$ cat config.mk
export PLATFORM = sky130hd
export DESIGN_NAME = way_lock_alloc_sel
export DESIGN_NICKNAME = d
export VERILOG_FILES = /design/src/rtl/wsel_pkg.sv /design/src/rtl/way_pick_logic.sv /design/src/rtl/way_rr_table.sv /design/src/rtl/way_lock_alloc_sel.sv
export SDC_FILE = /design/constraint.sdc
export NUM_CORES = 1
export LEC_CHECK = 0
export CAP_MARGIN = 20
export CORE_MARGIN = 2
export CORE_UTILIZATION = 40
export DETAILED_ROUTE_END_ITERATION = 10
export GPL_ROUTABILITY_DRIVEN = 0
export PLACE_DENSITY = 0.54
export SETUP_SLACK_MARGIN = 0.15
export SYNTH_ARGS = -nofsm -noshare
export SYNTH_HDL_FRONTEND = slang
export SYNTH_SLANG_ARGS = --single-unit
$ cat constraint.sdc
create_clock -name clk -period 12.8 [get_ports clk]
set_input_delay 1.92 -clock clk [delete_from_list [all_inputs] [get_ports clk]]
set_output_delay 1.92 -clock clk [all_outputs]
set_load 0.02 [all_outputs]
$ cat src/rtl/wsel_pkg.sv
`timescale 1ns/1ps
package wsel_pkg;
  localparam int DFLT_WAYS   = 4;
  localparam int DFLT_LOCKED = 2;
  localparam int DFLT_SETS   = 64;

  // mode the selector is operating in for one request
  typedef enum logic [0:0] {
    MODE_OPEN   = 1'b0,
    MODE_LOCKED = 1'b1
  } wsel_mode_e;
endpackage

$ cat src/rtl/way_pick_logic.sv
`timescale 1ns/1ps
module way_pick_logic
  import wsel_pkg::*;
#(
  parameter int NUM_WAYS    = DFLT_WAYS,
  parameter int LOCKED_WAYS = DFLT_LOCKED,
  localparam int IDX_W      = $clog2(NUM_WAYS)
) (
  input  logic [NUM_WAYS-1:0] valid,
  input  wsel_mode_e          mode,
  input  logic [IDX_W-1:0]    rr_ptr,
  output logic [IDX_W-1:0]    victim_idx,
  output logic                rr_adv,
  output logic [IDX_W-1:0]    rr_next
);
  localparam logic [IDX_W-1:0] LOW_IDX  = IDX_W'(LOCKED_WAYS);
  localparam logic [IDX_W-1:0] LAST_IDX = IDX_W'(NUM_WAYS - 1);

  logic             found;
  logic [IDX_W-1:0] idx_empty;
  logic [IDX_W-1:0] floor_idx;
  logic [IDX_W-1:0] rr_eff;

  // lowest eligible empty way: scan downward so the lowest index wins
  always_comb begin
    found     = 1'b0;
    idx_empty = '0;
    for (int w = NUM_WAYS - 1; w >= 0; w--) begin
      if (!valid[w] && (mode == MODE_OPEN || w >= LOCKED_WAYS)) begin
        found     = 1'b1;
        idx_empty = IDX_W'(w);
      end
    end
  end

  always_comb begin
    floor_idx  = (mode == MODE_LOCKED) ? LOW_IDX : '0;
    rr_eff     = (mode == MODE_LOCKED && rr_ptr < LOW_IDX) ? LOW_IDX : rr_ptr;
    rr_next    = (rr_eff == LAST_IDX) ? floor_idx : rr_eff + IDX_W'(1);
    victim_idx = found ? idx_empty : rr_eff;
    rr_adv     = !found;
  end
endmodule

$ cat src/rtl/way_rr_table.sv
`timescale 1ns/1ps
module way_rr_table #(
  parameter int NUM_SETS = 64,
  parameter int IDX_W    = 2,
  localparam int SET_W   = $clog2(NUM_SETS)
) (
  input  logic             clk,
  input  logic             rst_n,
  input  logic [SET_W-1:0] rd_set,
  output logic [IDX_W-1:0] rd_ptr,
  input  logic             wr_en,
  input  logic [SET_W-1:0] wr_set,
  input  logic [IDX_W-1:0] wr_ptr
);
  logic [IDX_W-1:0] ptr_q [NUM_SETS];
  logic [IDX_W-1:0] ptr_d [NUM_SETS];

  always_comb begin
    for (int s = 0; s < NUM_SETS; s++) ptr_d[s] = ptr_q[s];
    if (wr_en) ptr_d[wr_set] = wr_ptr;
  end

  always_ff @(posedge clk or negedge rst_n) begin
    if (!rst_n) begin
      for (int s = 0; s < NUM_SETS; s++) ptr_q[s] <= '0;
    end else if (wr_en) begin
      for (int s = 0; s < NUM_SETS; s++) ptr_q[s] <= ptr_d[s];
    end
  end

  assign rd_ptr = ptr_q[rd_set];
endmodule

$ cat src/rtl/way_lock_alloc_sel.sv
`timescale 1ns/1ps
module way_lock_alloc_sel
  import wsel_pkg::*;
#(
  parameter int NUM_WAYS    = DFLT_WAYS,
  parameter int LOCKED_WAYS = DFLT_LOCKED,
  parameter int NUM_SETS    = DFLT_SETS,
  localparam int SET_W      = $clog2(NUM_SETS),
  localparam int IDX_W      = $clog2(NUM_WAYS)
) (
  input  logic                clk,
  input  logic                rst_n,
  input  logic                alloc_req,
  input  logic [SET_W-1:0]    alloc_set,
  input  logic [NUM_WAYS-1:0] way_valid,
  input  logic                lock_en,
  output logic [NUM_WAYS-1:0] victim_oh,
  output logic                victim_vld
);
  // reset: asserted asynchronously, released on a clock edge
  logic [1:0] rst_pipe_q;
  logic       rst_sync_n;

  always_ff @(posedge clk or negedge rst_n) begin
    if (!rst_n) rst_pipe_q <= 2'b00;
    else        rst_pipe_q <= {rst_pipe_q[0], 1'b1};
  end
  assign rst_sync_n = rst_pipe_q[1];

  wsel_mode_e          mode;
  logic [IDX_W-1:0]    cur_ptr;
  logic [IDX_W-1:0]    pick_idx;
  logic                pick_rr;
  logic [IDX_W-1:0]    ptr_next;
  logic [NUM_WAYS-1:0] pick_oh;
  logic [NUM_WAYS-1:0] oh_d;
  logic [NUM_WAYS-1:0] oh_q;
  logic                vld_d;
  logic                vld_q;

  assign mode = lock_en ? MODE_LOCKED : MODE_OPEN;

  way_rr_table #(.NUM_SETS(NUM_SETS), .IDX_W(IDX_W)) u_table (
    .clk    (clk),
    .rst_n  (rst_sync_n),
    .rd_set (alloc_set),
    .rd_ptr (cur_ptr),
    .wr_en  (alloc_req && pick_rr),
    .wr_set (alloc_set),
    .wr_ptr (ptr_next)
  );

  way_pick_logic #(.NUM_WAYS(NUM_WAYS), .LOCKED_WAYS(LOCKED_WAYS)) u_pick (
    .valid      (way_valid),
    .mode       (mode),
    .rr_ptr     (cur_ptr),
    .victim_idx (pick_idx),
    .rr_adv     (pick_rr),
    .rr_next    (ptr_next)
  );

  for (genvar w = 0; w < NUM_WAYS; w++) begin : g_dec
    assign pick_oh[w] = (pick_idx == IDX_W'(w));
  end

  always_comb begin
    vld_d = alloc_req;
    oh_d  = alloc_req ? pick_oh : '0;
  end

  always_ff @(posedge clk or negedge rst_sync_n) begin
    if (!rst_sync_n) begin
      vld_q <= 1'b0;
      oh_q  <= '0;
    end else begin
      vld_q <= vld_d;
      oh_q  <= oh_d;
    end
  end

  assign victim_oh  = oh_q;
  assign victim_vld = vld_q;
endmodule

# Word level (Yosys, flattened, before mapping)
# Index checks and enable logic that the tools add are counted.
dict set report classes {
  eq_ne 4
  n_reduce_logical 9
  n_lt_le_gt_ge 3
  mux 20
  n_bitwise 2
  add_sub_neg 1
}
# op n
set op_table {}
lappend op_table {{128-bit bitwise mux} 1}
lappend op_table {{2-bit two-way mux} 11}
lappend op_table {{2-bit binary-select mux with 6-bit select} 1}
lappend op_table {{2-bit demux with 6-bit select} 1}
lappend op_table {{7-bit greater-or-equal comparator, second input constant} 1}
lappend op_table {{7-bit by 1-bit less-than comparator with 1-bit output, second input constant} 1}
lappend op_table {{6-bit NOT with 7-bit output} 1}
lappend op_table {{2-bit equality test, second input constant} 3}
lappend op_table {{1-bit logical AND} 5}
lappend op_table {{1-bit two-way mux} 5}
lappend op_table {{4-bit two-way mux} 1}
lappend op_table {{1-bit logical NOT} 3}
lappend op_table {{2-bit by 1-bit adder with 2-bit output, second input constant} 1}
lappend op_table {{2-bit by 1-bit equality test with 1-bit output, second input constant} 1}
lappend op_table {{2-bit logical NOT} 1}
lappend op_table {{2-bit less-than comparator, second input constant} 1}
lappend op_table {{1-bit NOT} 1}
dict set report word_totals {
  out_inout_bits 5
  reg_bits 135
  word_cells 106
}

# Depth between registers and ports, before layout
dict set report logic_depth {
  depth_word 10
  ltp_mapped 13
  mapped_depth_nobuf 7
}

# Hierarchy
# From an unflattened synthesis, not the netlist that was laid out.
dict set report unflattened {
  cells_unflattened 526
  hier_area_um2 6662.6
}
# module n_inst seq_area_each_um2 cells_each area_each_um2
set by_module_without_submodules {}
lappend by_module_without_submodules {way_rr_table 1 3203.1 499 6364.9}
lappend by_module_without_submodules {way_lock_alloc_sel 1 175.2 13 222.7}
lappend by_module_without_submodules {way_pick_logic 1 0.0 14 75.1}

# Worst setup path after synthesis
# OpenSTA, ideal clock, no wires.
dict set report synth_path {
  path_type {input-to-reg}
  start {in alloc_set[1]}
  end {reg u_table.ptr_q[104] (netlist bit)}
  setup_slack_ns 8.478
  path_stages 11
  t_arrival_ns 4.198
  path_cell_list {buf_4 -> buf_6 -> nor2b_1 -> mux4_2 -> o31a_1 -> a2111oi_4 -> nand2_2 -> a21o_1 -> buf_4 -> buf_6 -> mux2_2}
}
dict set report synth_via {
  elab_chain_cells 10
  word_cells_on_any_way 16
  classes_between {add/sub: 1; order compare: 3; eq/ne: 1; mux: 8; bitwise: 1; reduce/logical: 2}
}
# element line_no
set synth_rtl {}
lappend synth_rtl {{start, declared} way_lock_alloc_sel.sv:14} ;# input logic [SET_W-1:0] alloc_set,
lappend synth_rtl {{6-bit NOT with 7-bit output (implied by the code) (*)} {way_rr_table.sv:20, way_rr_table.sv:31}}
lappend synth_rtl {{2-bit binary-select mux with 6-bit select} way_rr_table.sv:31} ;# assign rd_ptr = ptr_q[rd_set];
lappend synth_rtl {{2-bit two-way mux (implied by the code) (2 in series)} way_rr_table.sv:31}
lappend synth_rtl {{2-bit less-than comparator} way_pick_logic.sv:38} ;# rr_eff = (mode == MODE_LOCKED && rr_ptr < LOW_IDX) ? LOW_IDX : rr_ptr;
lappend synth_rtl {{1-bit logical AND} way_pick_logic.sv:38}
lappend synth_rtl {{2-bit two-way mux} way_pick_logic.sv:38}
lappend synth_rtl {{2-bit by 1-bit adder with 2-bit output or 2-bit equality test (tied branches)} way_pick_logic.sv:39} ;# rr_next = (rr_eff == LAST_IDX) ? floor_idx : rr_eff + IDX_W'(1);
lappend synth_rtl {{2-bit two-way mux} way_pick_logic.sv:39}
lappend synth_rtl {{128-bit bitwise mux (*)} way_rr_table.sv:20} ;# if (wr_en) ptr_d[wr_set] = wr_ptr;
lappend synth_rtl {{end, declared} way_rr_table.sv:15} ;# logic [IDX_W-1:0] ptr_q [NUM_SETS];
# Mark *: on every way between the ends. The rest lies on a longest branch, timed or not. The select of a mux whose other input is x is not followed.
# A chain may end at the register's enable or synchronous reset.

# Worst setup path in the final report
dict set report layout_path {
  start {in alloc_set[0]}
  end {reg u_table.ptr_q[65] (netlist bit)}
}
# Same word-level chain as after synthesis.

==> metrics.txt <==
worst slew pin tran 0.9557 ns; clock power share 0.480; Post-synth EDFFs 0; clk buf depth 2; Avg Inst Size Synth between 10 and 15 um^2; Synth Area in XOR/XNOR 0.002370; WP buf/inv 3; worst hold slack approximately 0.37 ns; initial antenna violation count 0; WP data required 13.07 ns; area share of fa/ha/maj cells after synthesis 0; Yosys reg bits 135; pwr dens 143.8 mW/mm^2; Die Wd 135.0 um; Comb pwr share 0.105; DRT iter0 DRCs 363; worst hold path cell count 0; first-pass GRT wire length 29340 um; number of distinct library cells after synthesis 56; multiplexer share of the synthesized area 0.1785; vias in the first global route 5155; worst min path class flop to flop; filler instances 1612; cell family with the largest share of critical-path delay simple AND/OR/NAND/NOR gates; fin cells 891; Avg WL per Cell 20.69 um; placed cell count 858; critical path cell sequence clkdlybuf4s50_1 > buf_4 > nand2b_1 > a211oi_1 > nor4_1 > or4_1 > nor2_1 > xnor2_4 > buf_4 > a31oi_1; outcome finished, final reports clean; RSZ-0062 raised after global routing false; CP endpoint kind flop; Antenna Cells 0; Final Setup Violations 0; H-tree depth 4; sequential share of the synthesized area 0.4922; layout cell share with drive strength beyond 1 0.2235; Clk pin slew, worst setup/hold paths 0.06 ns; max incr delay on CP 0.58 ns; Placeable Area 0.01670 mm^2; Sequential Power Share 0.415; CTS tree built; Nets 672; final hold vios 0; largest cells by area after synthesis dfrtp_1 (49%), mux2_2 (12%), nor2_1 (6.0%), a21oi_1 (4.9%), mux4_2 (3.9%); Max-Cap Viols 0; Mapped Cells 660; Buffers on Ports 18; Die Y 135.0 um; I/O pin count 19; Reg2Reg Depth 8; clk_lat worst skew 0.43 ns; RR Endpoint u_table.ptr_q[65]$_DFFE_PN0P_; Slew HR 0.3605; Internal 847.1 uW; CP Data Arrival Time 5.67 ns; setup TNS 0 ns; most frequent CP cell buf_4; clk sinks 135; Tmin final 5.392 ns; hold_sp rst_pipe_q[0]$_DFF_PN0_; Setup Fix Bufs, Post-CTS 0; Vias/cell 5.770; CP startpoint kind primary input; Pins Over Slew Limit 0; HPWL after DPL 11360 um; largest family of logic cells by synthesized area multiplexers; FF-to-FF setup slack 9.48 ns; # resized after CTS 0; dominant synthesized flop cell dfrtp_1; FP Rows 47; Synth area leader dfrtp_1; peak supply drop 0.1015 mV; Critical-path top delay cell buf_4; Initial Util 0.4110; die area 0.01822 mm^2; Syn. warnings 0; antenna-violating nets left 0; post-synthesis compound-gate area fraction 0.1351; Post-Synth Simple-Gate Area 0.1487; total gr overflow 0; routed vias between 5000 and 6000; synthesized cell area 0.006864 mm^2; crit path kind primary input to flop; crit share post-route 0.4213; FFs w/ async S/R, synth 1.000; Yosys top cell area share 0.4922; Residual DRC 0; Root Driver clkbuf_16; Switch Pwr 277.2 uW; syn nets 674; P&R area growth vs syn 13.87%; CTS Buf Count 17; Leakage 3.472 nW; Worst Skew 0.01004 ns; max frequency approximately 190 MHz; first-pass iteration count of the detailed router 5; count of hold-fix buffers inserted at cts 0; switching share of total power 0.2465; maximum number of pins on one net before global-route repair 78; CP Max Fanout 45; Hold Path Sink rst_pipe_q[1]$_DFF_PN0_; final wirelength 18430 um; GRT Overall Usage 0.2132; reg2reg start u_table.ptr_q[55]$_DFFE_PN0P_
-- through the flow --
stage / power, mW / util / cell area [um^2] / worst slack (ns)
CTS: 1.130 / 0.4664 / 7789 / 7.442
global route: 1.165 / 0.4680 / 7816 / 7.155
floorplan: 0.5578 / - / 6864 / 8.478
finish: 1.124 / 0.4680 / 7816 / 7.408
detailed placement: 0.5918 / 0.4276 / 7142 / 6.973
global placement: 0.5881 / 0.4272 / 7134 / 7.026
-- cell usage in the layout (no fill, tap or decap), types with 12 or more instances in the layout --
cell type and count:
dfrtp_1 134, nor2_1 107, a31oi_1 34, clkdlybuf4s50_1 16
nand2_1 49, mux2_2 75, mux4_2 12, o22ai_1 12
a21oi_1 67, clkbuf_16 17, buf_4 12
-- synthesized netlist by cell type, types with 6 or more instances --
cell and n:
nor3b_1 6, nand2b_1 9, buf_2 15, nand2_1 49
nor2_1 109, buf_6 7, nor2b_1 11, buf_1 8
mux2i_1 11, a31oi_1 34, clkbuf_1 19, mux2_2 75
mux4_2 12, a21oi_1 67, dfrtp_1 135, o22ai_1 12
-- power by group through the flow --
stage / sequential (mW) / combinational [mW] / clock, mW
3_3_place_gp: 0.473 / 0.115 / 0
6_report: 0.467 / 0.118 / 0.539
3_5_place_dp: 0.474 / 0.117 / 0
2_1_floorplan: 0.474 / 0.0840 / 0
4_1_cts: 0.467 / 0.118 / 0.546
5_1_grt: 0.470 / 0.129 / 0.567
-- registers in the layout, indices dropped and copies added, names as in the netlist --
signal         cells
rst_pipe_q         2
u_table.ptr_q    128
victim_oh          4
victim_vld         1
-- cell type report --
class                           count  area, um^2  area share
Clock inverter                     12       200.2     0.02561
Sequential cell                   135        3382      0.4327
Clock buffer                       20       446.7     0.05715
Inverter                            4       15.01    0.001921
Multi-Input combinational cell    469        3209      0.4106
Timing Repair Buffer               31       287.8     0.03682
Tap cell                          220       275.3     0.03522
-- logic make-up after synthesis --
logic type | count (synthesis)
AOI/OAI and AO/OA | 147
xor gates and xnor gates | 1
buffers and inverters | 56
DFF | 135
muxes | 98
other | 1
and+or+nand+nor | 222
-- layer usage --
layer  GRT usage  up-vias  part of all wire
li1            -     2363                 -
met1      0.2983     2604              0.47
met2      0.3271      136              0.45
met3     0.04542       38             0.048
met4     0.08044        0             0.029
met5           0        -                 0
-- worst max-delay path by stage --
stage                             from                        endpoint  slack [ns]  cells after the start
after global placement    alloc_set[0]   u_table.ptr_q[33]$_DFFE_PN0P_        7.03                     10
final                     alloc_set[0]   u_table.ptr_q[65]$_DFFE_PN0P_        7.41                     10
after global routing      alloc_set[0]   u_table.ptr_q[91]$_DFFE_PN0P_        7.15                     10
after detailed placement  alloc_set[0]   u_table.ptr_q[27]$_DFFE_PN0P_        6.97                     10
after CTS                 alloc_set[0]   u_table.ptr_q[11]$_DFFE_PN0P_        7.44                     10
after floorplan           alloc_set[1]  u_table.ptr_q[104]$_DFFE_PN0P_        8.48                     11
No activity file was read; power rests on OpenSTA's default activity.
